$ cat src/rtl/ucmc_pkg.sv
package ucmc_pkg;
  localparam int unsigned MASK_W  = 8;
  localparam int unsigned HOST_AW = 4;
  localparam logic [HOST_AW-1:0] ADDR_LO = 4'h9;
  localparam logic [HOST_AW-1:0] ADDR_HI = 4'hA;
  localparam logic [MASK_W-1:0]  RST_LO  = 8'hA3;
  localparam logic [MASK_W-1:0]  RST_HI  = 8'h3A;

  typedef logic [MASK_W-1:0] mask_t;
endpackage

$ cat src/rtl/ucmc_fair_regs.sv
module ucmc_fair_regs
  import ucmc_pkg::*;
(
  input  logic               clk_i,
  input  logic               rst_ni,
  input  logic               we_i,
  input  logic [HOST_AW-1:0] addr_i,
  input  mask_t              wdata_i,
  output mask_t              rdata_o,
  output mask_t              mask_lo_o,
  output mask_t              mask_hi_o
);
  mask_t lo_q, hi_q;
  logic  wr_lo, wr_hi;

  assign wr_lo = we_i && (addr_i == ADDR_LO);
  assign wr_hi = we_i && (addr_i == ADDR_HI);

  always_ff @(posedge clk_i or negedge rst_ni) begin
    if (!rst_ni) begin
      lo_q <= RST_LO;
      hi_q <= RST_HI;
    end else begin
      if (wr_lo) lo_q <= wdata_i;
      if (wr_hi) hi_q <= wdata_i;
    end
  end

  always_comb begin
    unique case (addr_i)
      ADDR_LO: rdata_o = lo_q;
      ADDR_HI: rdata_o = hi_q;
      default: rdata_o = '0;
    endcase
  end

  assign mask_lo_o = lo_q;
  assign mask_hi_o = hi_q;

  p_lo_kept_r2: assert property (@(posedge clk_i) disable iff (!rst_ni)
    !(we_i && addr_i == ADDR_LO) |=> $stable(mask_lo_o));
  p_hi_kept_r2: assert property (@(posedge clk_i) disable iff (!rst_ni)
    !(we_i && addr_i == ADDR_HI) |=> $stable(mask_hi_o));
  p_lo_load_r2: assert property (@(posedge clk_i) disable iff (!rst_ni)
    (we_i && addr_i == ADDR_LO) |=> mask_lo_o == $past(wdata_i));
endmodule

$ cat src/rtl/ucmc_idx_gen.sv
module ucmc_idx_gen #(
  parameter int unsigned IDX_W = 3
) (
  input  logic             clk_i,
  input  logic             rst_ni,
  input  logic             adv_i,
  output logic [IDX_W-1:0] idx_o
);
  logic [IDX_W-1:0] s_q, s_d;

  generate
    if (IDX_W == 3) begin : g_debruijn
      // x^3+x^2+1 with the all-zero state spliced in: period 8
      logic fb;
      assign fb   = s_q[2] ^ s_q[1] ^ ~|s_q[1:0];
      assign s_d  = {s_q[1:0], fb};
    end else begin : g_count
      assign s_d = s_q + 1'b1;
    end
  endgenerate

  always_ff @(posedge clk_i or negedge rst_ni) begin
    if (!rst_ni)    s_q <= IDX_W'(1);
    else if (adv_i) s_q <= s_d;
  end

  assign idx_o = s_q;

  p_idx_hold_r6: assert property (@(posedge clk_i) disable iff (!rst_ni)
    !adv_i |=> $stable(idx_o));
  p_idx_move_r6: assert property (@(posedge clk_i) disable iff (!rst_ni)
    adv_i |=> idx_o != $past(idx_o));
endmodule

$ cat src/rtl/ucmc_decide.sv
module ucmc_decide
  import ucmc_pkg::*;
#(
  parameter int unsigned NUM_PORTS = 32,
  parameter int unsigned PORT_W    = $clog2(NUM_PORTS),
  parameter int unsigned IDX_W     = $clog2(MASK_W)
) (
  input  logic              clk_i,
  input  logic              rst_ni,
  input  logic              req_valid_i,
  input  logic              both_i,
  input  logic              is_uc_i,
  input  logic [PORT_W-1:0] port_i,
  input  mask_t             mask_lo_i,
  input  mask_t             mask_hi_i,
  input  logic [IDX_W-1:0]  idx_i,
  output logic              adv_o,
  output logic              grant_valid_o,
  output logic              grant_uc_o
);
  localparam logic [PORT_W-1:0] HALF = PORT_W'(NUM_PORTS / 2);

  logic  upper_half;
  mask_t sel_mask;
  logic  uc_win;
  logic  gv_q, guc_q;

  assign upper_half = (port_i >= HALF);
  assign sel_mask   = upper_half ? mask_hi_i : mask_lo_i;
  assign adv_o      = req_valid_i && both_i;
  assign uc_win     = both_i ? sel_mask[idx_i] : is_uc_i;

  always_ff @(posedge clk_i or negedge rst_ni) begin
    if (!rst_ni) begin
      gv_q  <= 1'b0;
      guc_q <= 1'b0;
    end else begin
      gv_q  <= req_valid_i;
      guc_q <= req_valid_i && uc_win;
    end
  end

  assign grant_valid_o = gv_q;
  assign grant_uc_o    = guc_q;

  p_latency_r8: assert property (@(posedge clk_i) disable iff (!rst_ni)
    req_valid_i |=> grant_valid_o);
  p_idle_r8: assert property (@(posedge clk_i) disable iff (!rst_ni)
    !req_valid_i |=> !grant_valid_o && !grant_uc_o);
  p_sole_r7: assert property (@(posedge clk_i) disable iff (!rst_ni)
    (req_valid_i && !both_i) |=> grant_uc_o == $past(is_uc_i));
  p_mc_always_r9: assert property (@(posedge clk_i) disable iff (!rst_ni)
    (adv_o && sel_mask == '0) |=> !grant_uc_o);
  p_uc_always_r9: assert property (@(posedge clk_i) disable iff (!rst_ni)
    (adv_o && &sel_mask) |=> grant_uc_o);
endmodule

$ cat src/rtl/ucmc_tiebreak.sv
module ucmc_tiebreak
  import ucmc_pkg::*;
#(
  parameter int unsigned NUM_PORTS = 32,
  parameter int unsigned PORT_W    = $clog2(NUM_PORTS)
) (
  input  logic               clk_i,
  input  logic               rst_ni,
  input  logic               req_valid_i,
  input  logic [PORT_W-1:0]  port_i,
  input  logic               both_i,
  input  logic               is_uc_i,
  input  logic               host_we_i,
  input  logic [HOST_AW-1:0] host_addr_i,
  input  logic [MASK_W-1:0]  host_wdata_i,
  output logic [MASK_W-1:0]  host_rdata_o,
  output logic               grant_valid_o,
  output logic               grant_uc_o
);
  localparam int unsigned IDX_W = $clog2(MASK_W);

  mask_t            mask_lo, mask_hi;
  logic [IDX_W-1:0] idx;
  logic             adv;

  ucmc_fair_regs u_regs (
    .clk_i     (clk_i),
    .rst_ni    (rst_ni),
    .we_i      (host_we_i),
    .addr_i    (host_addr_i),
    .wdata_i   (host_wdata_i),
    .rdata_o   (host_rdata_o),
    .mask_lo_o (mask_lo),
    .mask_hi_o (mask_hi)
  );

  ucmc_idx_gen #(.IDX_W(IDX_W)) u_idx (
    .clk_i  (clk_i),
    .rst_ni (rst_ni),
    .adv_i  (adv),
    .idx_o  (idx)
  );

  ucmc_decide #(
    .NUM_PORTS (NUM_PORTS),
    .PORT_W    (PORT_W),
    .IDX_W     (IDX_W)
  ) u_decide (
    .clk_i         (clk_i),
    .rst_ni        (rst_ni),
    .req_valid_i   (req_valid_i),
    .both_i        (both_i),
    .is_uc_i       (is_uc_i),
    .port_i        (port_i),
    .mask_lo_i     (mask_lo),
    .mask_hi_i     (mask_hi),
    .idx_i         (idx),
    .adv_o         (adv),
    .grant_valid_o (grant_valid_o),
    .grant_uc_o    (grant_uc_o)
  );
endmodule

$ cat config.mk
export PLATFORM = sky130hd
export DESIGN_NAME = ucmc_tiebreak
export DESIGN_NICKNAME = d
export VERILOG_FILES = /design/src/rtl/ucmc_pkg.sv /design/src/rtl/ucmc_fair_regs.sv /design/src/rtl/ucmc_idx_gen.sv /design/src/rtl/ucmc_decide.sv /design/src/rtl/ucmc_tiebreak.sv
export SDC_FILE = /design/constraint.sdc
export NUM_CORES = 1
export LEC_CHECK = 0
export ABC_CLOCK_PERIOD_IN_PS = 3400
export BUFFER_PORTS_ARGS = -buffer_cell sky130_fd_sc_hd__buf_2
export CORE_MARGIN = 2
export CORE_UTILIZATION = 55
export DETAILED_ROUTE_END_ITERATION = 8
export PLACE_DENSITY_LB_ADDON = 0.08
export SETUP_SLACK_MARGIN = 0.3
export SLEW_MARGIN = 25
export SYNTH_ARGS = -nofsm -noshare
export SYNTH_HDL_FRONTEND = slang
export SYNTH_HIERARCHICAL = 1
export SYNTH_SLANG_ARGS = --single-unit
$ cat constraint.sdc
create_clock -name clk_i -period 3.4 [get_ports clk_i]
set_input_delay 1.02 -clock clk_i [delete_from_list [all_inputs] [get_ports clk_i]]
set_output_delay 1.02 -clock clk_i [all_outputs]
set_load 0.01 [all_outputs]
==> results of run 1 <==
[sequential cells by signal, indices dropped and copies added (netlist names)]
| register | cells |
|---|---|
| u_regs/mask_lo_o | 8 |
| u_regs/mask_hi_o | 8 |
| u_decide/grant_valid_o | 1 |
| u_decide/grant_uc_o | 1 |
| u_idx/idx_o | 3 |
[layer usage]
| metal | share of wire (%) | track usage [%] |
|---|---|---|
| met1 | 45 | 25.5 |
| met2 | 47 | 33.8 |
| met3 | 6.0 | 3.57 |
| met4 | 1.4 | 6.76 |
| met5 | 0 | 0 |
[final timing paths]
kind                                     startpoint                  end  depth (start not counted)
worst max-delay path                 host_addr_i[1]      host_rdata_o[3]                          6
worst min-delay path            u_regs/mask_hi_o[0]  u_regs/mask_hi_o[0]                          1
worst max register to register       u_idx/idx_o[2]  u_decide/grant_uc_o                          4
worst min register to register  u_regs/mask_hi_o[0]  u_regs/mask_hi_o[0]                          1
max in group asynchronous                    rst_ni  u_regs/mask_hi_o[4]                          1
min in group asynchronous                    rst_ni  u_regs/mask_hi_o[7]                          1
[area by class of cell]
| type | instances | area share [%] |
|---|---|---|
| Clock buffer | 4 | 1.94 |
| Multi-Input combinational cell | 61 | 44.4 |
| Sequential cell | 21 | 39.7 |
| Tap cell | 27 | 2.50 |
| Timing Repair Buffer | 30 | 11.5 |
[layout by cell type, fill, tap and decap left out, types with 3 or more instances in the layout]
cell type and count:
buf_2 28, dfrtp_1 12, a22oi_1 10, clkbuf_4 3
dfstp_2 9, nor2b_1 5, mux2i_1 4, mux2_4 16
nor2_1 10
[cell families after synthesis]
logic type / count (synthesis) / share of synthesized area (%)
AO/OA/AOI/OAI: 13 / 8.82
flip-flops: 21 / 45.1
multiplexers: 24 / 29.5
AND/OR/NAND/NOR: 24 / 12.1
buffers and inverters: 6 / 4.52
[power groups by stage]
stage               sequential, mW  clock (mW)  combinational, mW
floorplan                    0.387           0              0.206
global placement             0.419           0              0.226
detailed placement           0.422           0              0.235
CTS                          0.419       0.120              0.235
global route                 0.434       0.129              0.255
finish                       0.420       0.117              0.233
[critical path, stage by stage]
cell and delay [ns]:
buf_2 0.10, nor2b_1 0.12, buf_4 0.16, a22oi_1 0.19
nor2_1 0.06, buf_2 0.15
[Yosys cell counts (2+ instances only)]
cell | number | area (um^2)
mux2i_1 | 4 | 40.0
nor2_1 | 10 | 37.5
a22oi_1 | 10 | 75.1
dfstp_2 | 9 | 236
nor2b_1 | 5 | 31.3
and3_4 | 2 | 22.5
mux2_2 | 2 | 22.5
mux2_4 | 16 | 240
buf_6 | 4 | 45.0
dfrtp_1 | 12 | 300
nand2b_1 | 2 | 12.5
[through the flow]
step | total power [mW] | setup WS (ns) | std cells | hold WS [ns]
2_1_floorplan | 0.593 | 0.846 | 88 | 0.497
3_3_place_gp | 0.645 | 0.596 | 139 | 0.522
3_5_place_dp | 0.657 | 0.574 | 139 | 0.535
4_1_cts | 0.774 | 0.572 | 143 | 0.563
5_1_grt | 0.818 | 0.508 | 143 | 0.584
6_report | 0.770 | 0.577 | 143 | 0.563
==> results.md, run 1 <==
* Critical Path RT at 2.38 ns
* Post-synth EDFFs at 0
* Internal at 0.543 mW
* Router iterations before antenna repair at 4
* 1st-iter DRT viols at 9
* Vias post-DR at 822
* Final worst-path cycle share at 83.0%
* CP startpoint kind: input pin
* Bufs on Longest Clock Path at 2
* Synthesized cell area at 1190 um^2
* CTS tree: done
* Mean Syn Cell Area at 13.5 um^2
* Max-slew violation count at 0
* # port buffers at 28
* Clk_lat worst skew at 0.30 ns
* Cells after synthesis at 88
* Site Rows at 16
* Grt ovf at 0
* CTS buffer count at 3
* CP arrival at 1.80 ns
* Root Buffer: clkbuf_4
* Synth async-reset ratio at 100%
* Layout area overhead at 13.6%
* Initial antenna violation count at 0
* Vias per cell at 5.75
* Synth Flop Type: dfrtp_1
* Die Y at 50.5 um
* #FFs+latches synth at 21
* Max-slew headroom at 70.3%
* Clock skew at 0.00508 ns
* Die area at 2550 um^2
* Leak Pwr at 0.618 nW
* DR WL/cell at 15.7 um
* Final hold viol count at 0
* Maxcap violations at 0
* CTS hold repair buffers at 0
* ANT cells at 0
* GPL Wtd Cong at 0.798
* Synth warnings at 6
* # IOs at 33
* Vias in the first global route at 864
* Largest net degree at the start of global routing at 22
* Number of nets still failing antenna checks after routing at 0
* Sequential Area at 537 um^2
* Post-CTS Repair Setup Buffers at 0
* Highest clock rate at 354 MHz
* First-pass GRT wire length at 3790 um
* CTS sink cnt at 21
* Final setup viols at 0
* Core area at 2000 um^2
* Multi-input gate area at 601 um^2
* PostCTS Resize Cnt at 0
* Reg clk slew, reported paths at 0.11 ns
* Fraction of layout cells with a size suffix above 1 at 55.2%
* Fin area at 1350 um^2
* DRT Wirelength at 2240 um
* Final TNS setup at 0 ns
* Worst Hold Class: reg2reg
* Status: finished clean
* Setup crit end kind: output port
* Nets@finish at 140
* Placed Area at 1330 um^2
* Critical path class: in2out
* Total track usage at 19.9%
* Comb pwr share at 30.3%
* Initial Utilization at 59.5%
* Sequential fraction of design power at 54.6%
* Post-detail-place hpwl at 1660 um
* Worst slew pin tran at 0.445 ns
* RSZ-0062 raised after global routing: no
* CP Max Fanout at 9
* R2r setup slk at 1.93 ns
* Clock power frac at 15.1%
* Register area share after synthesis at 45.1%
* Die Width at 50.5 um
* Synth unique cells at 23
* # DRC at 0
* Post-synthesis net count at 111
* Pwr Density at 569 nW/um^2
* Sw power at 0.227 mW
* H-Tree Depth at 1
* Fill count at 152
* Fin util at 67.6%
* Worst VDD drop at 0.361 mV
* Switching Fraction at 29.5%
* Tmin final at 2.82 ns
No activity file was read; power rests on OpenSTA's default activity.
==> inputs of run 2 (changes only) <==
--- a/config.mk
+++ b/config.mk
@@ -5,10 +5,10 @@
 export SDC_FILE = /design/constraint.sdc
 export NUM_CORES = 1
 export LEC_CHECK = 0
-export ABC_CLOCK_PERIOD_IN_PS = 3400
+export ABC_CLOCK_PERIOD_IN_PS = 2400
 export BUFFER_PORTS_ARGS = -buffer_cell sky130_fd_sc_hd__buf_2
 export CORE_MARGIN = 2
-export CORE_UTILIZATION = 55
+export CORE_UTILIZATION = 46
 export DETAILED_ROUTE_END_ITERATION = 8
 export PLACE_DENSITY_LB_ADDON = 0.08
 export SETUP_SLACK_MARGIN = 0.3
==> constraint.sdc (replaced) <==
create_clock -name clk_i -period 2.4 [get_ports clk_i]
set_input_delay 0.72 -clock clk_i [delete_from_list [all_inputs] [get_ports clk_i]]
set_output_delay 0.72 -clock clk_i [all_outputs]
set_load 0.01 [all_outputs]
==> run 2 against run 1 <==
Effect of this change:
- hold slack lost 0.21 ns
- combinational power grew 52%
- sequential share of layout area shrank 2.8 points
- via count shrank 0.49%
- cell area grew 7.7%
- clock skew shrank 0.0031 ns
- final cell count grew 3.5%
- critical endpoint is now host_rdata_o[7]
==> results.md, run 2 (synthesis results as in run 1) <==
* Status: finished clean
* Initial antenna violation count at 0
* Fraction of layout cells with a size suffix above 1 at 65.3%
* Final setup viols at 0
* Nets@finish at 142
* Critical path class: in2out
* Reg clk slew, reported paths at 0.12 ns
* Bufs on Longest Clock Path at 2
* Final worst-path cycle share at 90.1%
* Most frequent cells in the layout: buf_2, mux2_4, dfrtp_1, nor2_1, dfstp_2
* Critical path buffer and inverter count at 3
* Clock power frac at 15.0%
* Vias post-DR at 818
* Core area at 2450 um^2
* CTS buffer count at 3
* Layout area overhead at 22.3%
* Maxcap violations at 0
* Leak Pwr at 0.650 nW
* Post-route setup slack at 0.236 ns
* CTS tree: done
* Crit path max-delay family: buffers and inverters
* # IOs at 33
* Placement Setup Slack at 0.173 ns
* RSZ-0062 raised after global routing: yes
* Vias in the first global route at 807
* Final TNS setup at 0 ns
* Clock skew at 0.00202 ns
* Switching Fraction at 30.3%
* CTS hold repair buffers at 0
* CTS sink cnt at 21
* Max-slew headroom at 70.0%
* Sequential fraction of design power at 53.6%
* Critical-path top delay cell: a22oi_2
* Commonest non-fill, non-tap cell in the layout: buf_2
* Critical Path RT at 1.68 ns
* Die Y at 54.9 um
* GPL Wtd Cong at 0.647
* Worst path cell trace: buf_8 -> nor2b_4 -> buf_6 -> a22oi_2 -> nor2_1 -> buf_2
* Vias per cell at 5.53
* Final hold viol count at 0
* Comb pwr share at 31.4%
* CP startpoint kind: input pin
* Fin Hold WS at 0.352 ns
* Internal at 0.785 mW
* Clk_lat worst skew at 0.29 ns
* Worst Hold Class: in2async
* # port buffers at 28
* Die area at 3010 um^2
* DR WL/cell at 17.2 um
* Die Width at 54.9 um
* Initial Utilization at 48.5%
* Max-slew violation count at 0
* H-Tree Depth at 1
* 1st-iter DRT viols at 4
* Largest net degree at the start of global routing at 22
* Setup crit end kind: output port
* DRT Wirelength at 2550 um
* Highest clock rate at 462 MHz
* ANT cells at 0
* Critical Path Max Stage Delay at 0.17 ns
* Worst slew pin tran at 0.450 ns
* Number of nets still failing antenna checks after routing at 0
* Root Buffer: clkbuf_4
* Post-detail-place hpwl at 1660 um
* R2r setup slk at 0.95 ns
* Fill count at 214
* Grt ovf at 0
* Worst VDD drop at 0.434 mV
* # DRC at 0
* Tmin final at 2.16 ns
* Total power at 1.13 mW
* Sw power at 0.341 mW
* Pwr Density at 773 nW/um^2
* CP Max Fanout at 4
* First-pass GRT wire length at 4040 um
* Total track usage at 19.8%
* CP arrival at 1.44 ns
* Router iterations before antenna repair at 2
* Site Rows at 18
-- run 2: changes by cell type in the layout (fill, tap and decap cells not counted), moves of 2 or more --
cell / before / now
nor2b_1: 5 / 3
nor2b_4: 0 / 2
a22oi_1: 10 / 2
a22oi_2: 0 / 8
buf_2: 28 / 26
buf_6: 0 / 4
-- run 2: timing repair --
item | in CTS | in global routing
cloned | 2 | 0
pin swaps | 7 | 4
setup endpoints to repair | 8 | 8
setup buffers | 0 | 0
gates resized for setup | 22 | 2
-- run 2: power by group through the flow --
stage	combinational (mW)	clock, mW	sequential (mW)
after floorplan	0.292	0	0.548
final	0.354	0.169	0.603
after global placement	0.321	0	0.596
after global routing	0.383	0.198	0.619
after detailed placement	0.332	0	0.596
after CTS	0.355	0.176	0.602
-- run 2: layer usage --
layer / up-vias / global-route usage [%] / wire, um / part of all wire [%]
li1: 385 / - / - / -
met1: 406 / 26.5 / 1110 / 44
met2: 23 / 31.5 / 1280 / 50
met3: 4 / 2.19 / 109 / 4.3
met4: 0 / 10.0 / 48 / 1.9
met5: - / 0 / 0 / 0
-- run 2: final timing paths --
kind / endpoint / start / depth (start not counted)
setup / recovery: host_rdata_o[7] / host_addr_i[1] / 6
hold / removal: u_idx/idx_o[2] / rst_ni / 1
setup reg to reg: u_decide/grant_uc_o / u_idx/idx_o[2] / 4
hold reg to reg: u_decide/grant_uc_o / u_idx/idx_o[0] / 2
max in group asynchronous: u_regs/mask_hi_o[4] / rst_ni / 1
min in group clk_i: u_decide/grant_valid_o / req_valid_i / 1
-- run 2: final cells by class --
class / count / area, um^2 / share of cell area, %
timing repair buffer: 32 / 198 / 13.6
multi-input combinational: 61 / 658 / 45.2
sequential: 21 / 537 / 36.9
clock buffer: 4 / 26.3 / 1.80
tap: 30 / 37.5 / 2.58
-- run 2: stage by stage --
step / cells / util (%) / instance area [um^2]
6_report: 148 / 59.3 / 1460
3_3_place_gp: 142 / 54.2 / 1330
4_1_cts: 148 / 59.1 / 1450
3_5_place_dp: 142 / 54.2 / 1330
2_1_floorplan: 88 / - / 1190
5_1_grt: 148 / 59.3 / 1460
